$ cat config.mk
export PLATFORM = sky130hd
export DESIGN_NAME = shared_term_alu
export DESIGN_NICKNAME = d
export VERILOG_FILES = /design/src/rtl/alu_pkg.sv /design/src/rtl/term_stage.sv /design/src/rtl/carry_flat.sv /design/src/rtl/result_select.sv /design/src/rtl/shared_term_alu.sv
export SDC_FILE = /design/constraint.sdc
export NUM_CORES = 1
export LEC_CHECK = 0
export ABC_CLOCK_PERIOD_IN_PS = 8000
export BUFFER_PORTS_ARGS = -buffer_cell sky130_fd_sc_hd__buf_2
export CAP_MARGIN = 25
export CORE_MARGIN = 4
export CORE_UTILIZATION = 30
export CTS_BUF_LIST = sky130_fd_sc_hd__clkbuf_2 sky130_fd_sc_hd__clkbuf_4 sky130_fd_sc_hd__clkbuf_8
export CTS_CLUSTER_SIZE = 14
export DETAILED_ROUTE_END_ITERATION = 7
export HOLD_SLACK_MARGIN = 0.05
export SLEW_MARGIN = 20
export SYNTH_ARGS = -nofsm -noshare
export SYNTH_HDL_FRONTEND = slang
export SYNTH_SLANG_ARGS = --single-unit
$ cat constraint.sdc
create_clock -name clk -period 8 [get_ports clk]
set_input_delay 0.4 -clock clk [delete_from_list [all_inputs] [get_ports clk]]
set_output_delay 0.4 -clock clk [all_outputs]
set_load 0.01 [all_outputs]
$ cat src/rtl/alu_pkg.sv
package alu_pkg;
    localparam int DATA_W   = 16;
    localparam int NARROW_W = 8;

    typedef enum logic [1:0] {
        OP_ADD = 2'b00,
        OP_SUB = 2'b01,
        OP_AND = 2'b10,
        OP_OR  = 2'b11
    } alu_op_e;

    typedef struct packed {
        logic [DATA_W-1:0] gen;   // per-bit AND term
        logic [DATA_W-1:0] prop;  // per-bit OR term
        logic              cin;
    } term_t;

    function automatic logic is_arith(alu_op_e op);
        return (op == OP_ADD) || (op == OP_SUB);
    endfunction
endpackage

$ cat src/rtl/term_stage.sv
module term_stage
    import alu_pkg::*;
#(
    parameter int W = DATA_W
) (
    input  logic [W-1:0] a,
    input  logic [W-1:0] b,
    input  alu_op_e      op,
    output logic [W-1:0] gen,
    output logic [W-1:0] prop,
    output logic         cin
);
    logic          invert;
    logic [W-1:0]  b_eff;

    assign invert = (op == OP_SUB);
    assign b_eff  = invert ? ~b : b;
    assign gen    = a & b_eff;
    assign prop   = a | b_eff;
    assign cin    = invert;
endmodule

$ cat src/rtl/carry_flat.sv
module carry_flat #(
    parameter int W = 16
) (
    input  logic [W-1:0] gen,
    input  logic [W-1:0] prop,
    input  logic         cin,
    output logic [W-1:0] carry   // carry[i] enters bit i
);
    assign carry[0] = cin;

    for (genvar i = 1; i < W; i++) begin : g_carry
        // carry into bit i: OR over j<i of gen[j] & prop[j+1..i-1], plus cin & prop[0..i-1]
        logic [i:0] prods;
        always_comb begin
            for (int j = 0; j < i; j++) begin
                prods[j] = gen[j];
                for (int m = j + 1; m < i; m++) begin
                    prods[j] = prods[j] & prop[m];
                end
            end
            prods[i] = cin;
            for (int m = 0; m < i; m++) begin
                prods[i] = prods[i] & prop[m];
            end
        end
        assign carry[i] = |prods;
    end
endmodule

$ cat src/rtl/result_select.sv
module result_select
    import alu_pkg::*;
#(
    parameter int W  = DATA_W,
    parameter int NW = NARROW_W
) (
    input  alu_op_e      op,
    input  logic [W-1:0] gen,
    input  logic [W-1:0] prop,
    input  logic [W-1:0] carry,
    input  logic         byte_mode,
    output logic [W-1:0] res,
    output logic         zero
);
    logic [W-1:0] half_sum;

    // a xor b recovered from the shared terms: OR but not AND
    assign half_sum = prop & ~gen;

    always_comb begin
        unique case (op)
            OP_AND:  res = gen;
            OP_OR:   res = prop;
            default: res = half_sum ^ carry;
        endcase
    end

    assign zero = byte_mode ? ~|res[NW-1:0] : ~|res;
endmodule

$ cat src/rtl/shared_term_alu.sv
module shared_term_alu
    import alu_pkg::*;
#(
    parameter int WIDTH  = DATA_W,
    parameter int NARROW = NARROW_W
) (
    input  logic             clk,
    input  logic             rst,
    input  logic [WIDTH-1:0] opa,
    input  logic [WIDTH-1:0] opb,
    input  logic [1:0]       op_sel,
    input  logic             byte_mode,
    output logic [WIDTH-1:0] res_q,
    output logic             zero_q
);
    alu_op_e        op;
    logic [WIDTH-1:0] gen, prop, carry, res_d;
    logic           cin, zero_d;

    assign op = alu_op_e'(op_sel);

    term_stage #(.W(WIDTH)) u_terms (
        .a(opa), .b(opb), .op(op), .gen(gen), .prop(prop), .cin(cin)
    );

    carry_flat #(.W(WIDTH)) u_carry (
        .gen(gen), .prop(prop), .cin(cin), .carry(carry)
    );

    result_select #(.W(WIDTH), .NW(NARROW)) u_sel (
        .op(op), .gen(gen), .prop(prop), .carry(carry),
        .byte_mode(byte_mode), .res(res_d), .zero(zero_d)
    );

    always_ff @(posedge clk) begin
        if (rst) begin
            res_q  <= '0;
            zero_q <= 1'b1;
        end else begin
            res_q  <= res_d;
            zero_q <= zero_d;
        end
    end
endmodule

==> results.ini <==
[global_routing]
grt_max_degree=34
grt.overflow.total=0
grtUsageTotal=0.121
grt_pass1_vias=1890
antenna_found_initial=0
grt_first_pass_wirelength_microns=8830

[routing]
wl_per_cell_microns=12.3
drt_wl_total_microns=5320
viasPerCell=4.74
num_vias=2049
ant_nets=0
remaining_drc_errors=0
drtIter0Drc=80
drt-pass1-iter-count=4

[sta]
finalMaxSlewViolations=0
max_freq_mhz=265
setup_tns_ps=0
min_period_ps=3770
finalHoldViolCount=0
slew_headroom=0.591
tightestPinTransition_ps=613
timing.final.crit_share=0.471
setup_viol=0
fin_ws_ps=4230
rsz0062_at_grt=false

[clocking]
h-tree-depth=1
cts_buffer_depth=2
ctsHoldBuffers=0
cts_sinks=17
cts_setup_buffers=0
cts_tree=built
clk_pin_slew_ps=60
cts_root_buf=clkbuf_8
post_cts_resized=0
cts_buffers=3

[power_and_ir_drop]
switching_share=0.391
p_int_uw=209
p_clk_frac=0.174
comb_power_share=0.543
power_frac_seq=0.283
p_leak_uw=0.00124
switchingPower_uw=134
peakVddDrop_uv=47.1
pwr_density_cell_nw_per_um2=130

[worst_setup_path]
cp-end-kind=flip-flop
worstPathArrival_ps=3950
path_max_fanout=31
critPathRequiredTime_ps=8180
crit_path_end=zero_q$_SDFF_PP1_
cp-startpoint=op_sel[0]
critPathLaunchType=input pin
path_class=in2reg

[logic_synthesis]
ys_types=63
async_reset_ff_frac=0
yosys-top-cells-area=ha_1, dfxtp_1, inv_1
yosysSeqAreaShare=0.151
synth_top_cell_by_area=ha_1
synthTopCellsByCount=inv_1, ha_1, nor2_1
yosysTopAreaCellShare=0.166
synth_nets=355
syn_area_per_cell_sq_um=7.85
synth.most_common_cell=inv_1
syn_inst=288
synth_area_sq_um=2260
ys.flop_type=dfxtp_1
synth_edf_count=0
yosys_warnings=0
ys_ff_latch=17

[floorplanning]
die_area_sq_um=8990
pin_count=54
core_area_sq_um=7290
die_w_microns=94.8
die_h_microns=94.8
row_count=31
start_util=0.310

[worst_hold_path]
hp-class=in2reg

[flow_run]
maxCapViolations=0

[finish]
design_area_sq_um=2640
fillers=776
synthToLayoutAreaGrowth_pct=16.5
drive_above_1_share=0.234
antennaDiodeCount=0
layout.nets=401

[place]
placed_area_sq_um=2590
dp_slack_ps=3970
port_buffers=53
gp_congestion=0.841
hpwl_microns=4490

[status]
status=finished clean

worst min-delay path by stage:
| stage | slack (ps) | cells past startpoint | start | end |
|---|---|---|---|---|
| 2_1_floorplan | 530 | 2 | byte_mode | zero_q$_SDFF_PP1_ |
| 3_3_place_gp | 630 | 3 | byte_mode | zero_q$_SDFF_PP1_ |
| 3_5_place_dp | 640 | 3 | byte_mode | zero_q$_SDFF_PP1_ |
| 4_1_cts | 380 | 3 | byte_mode | zero_q$_SDFF_PP1_ |
| 5_1_grt | 400 | 3 | byte_mode | zero_q$_SDFF_PP1_ |
| 6_report | 390 | 3 | byte_mode | zero_q$_SDFF_PP1_ |
registers in the layout, summed over array words and instances, names as in the netlist:
signal and flops:
zero_q 1, res_q 16
final cells by class:
type | instances | area, sq um | area share
inverter | 45 | 169 | 0.0641
clock inverter | 1 | 5.00 | 0.00190
timing repair buffer | 54 | 273 | 0.104
clock buffer | 3 | 41.3 | 0.0157
multi-input combinational | 213 | 1680 | 0.639
tap | 99 | 124 | 0.0470
sequential | 17 | 340 | 0.129
power by group through the flow:
stage | sequential (uW) | combinational (uW) | clock [uW]
final | 96.9 | 186 | 59.7
after global routing | 98.0 | 208 | 68.8
after CTS | 97.0 | 187 | 61.1
after detailed placement | 98.9 | 186 | 0
after global placement | 98.9 | 183 | 0
after floorplan | 105 | 132 | 0
critical path: stages:
cell and delay [ps]:
buf_2 470, nand2b_1 500, xnor2_1 340, inv_1 70
ha_1 210, nor2_1 360, o2111ai_2 250, nand3_2 150
a211oi_2 110, o31a_1 320, o311ai_1 420, o221ai_1 210
o21ai_1 140
routing by layer:
layer | vias to the layer above | track usage | routed length, microns
met5 | - | 0 | 0
met4 | 0 | 0.0313 | 50
met3 | 6 | 0.0143 | 264
met2 | 40 | 0.190 | 2320
met1 | 902 | 0.173 | 2680
li1 | 1101 | - | -
per-stage QoR:
| stage | utilization | hold slack (ps) | cells | total power (uW) |
|---|---|---|---|---|
| after floorplan | - | 529 | 288 | 237 |
| after global placement | 0.355 | 635 | 428 | 282 |
| after detailed placement | 0.355 | 639 | 428 | 285 |
| after CTS | 0.361 | 383 | 432 | 345 |
| after global routing | 0.361 | 399 | 432 | 375 |
| final | 0.361 | 388 | 432 | 343 |
kinds of logic after synthesis:
group           synth area share
compound gates             0.246
fa+ha+maj                  0.166
buf+inv                    0.105
flops                      0.151
mux                       0.0404
simple gates               0.199
xor+xnor                  0.0930
cell usage in the layout, fill, tap and decap left out, types with 3 or more instances in the layout:
cell type	instances
buf_2	53
nor3_1	8
nor2_1	24
xor2_1	6
nor2b_1	5
mux2i_1	8
xnor2_1	18
ha_1	30
nand2b_1	3
a211oi_1	9
dfxtp_1	17
a31oi_1	6
o21ai_0	10
or3_1	4
nor4_1	3
nor3b_1	4
nand2_1	11
nand3_1	4
inv_1	44
o211ai_1	5
clkbuf_8	3
a21oi_1	12
(Power assumes the default switching activity.)
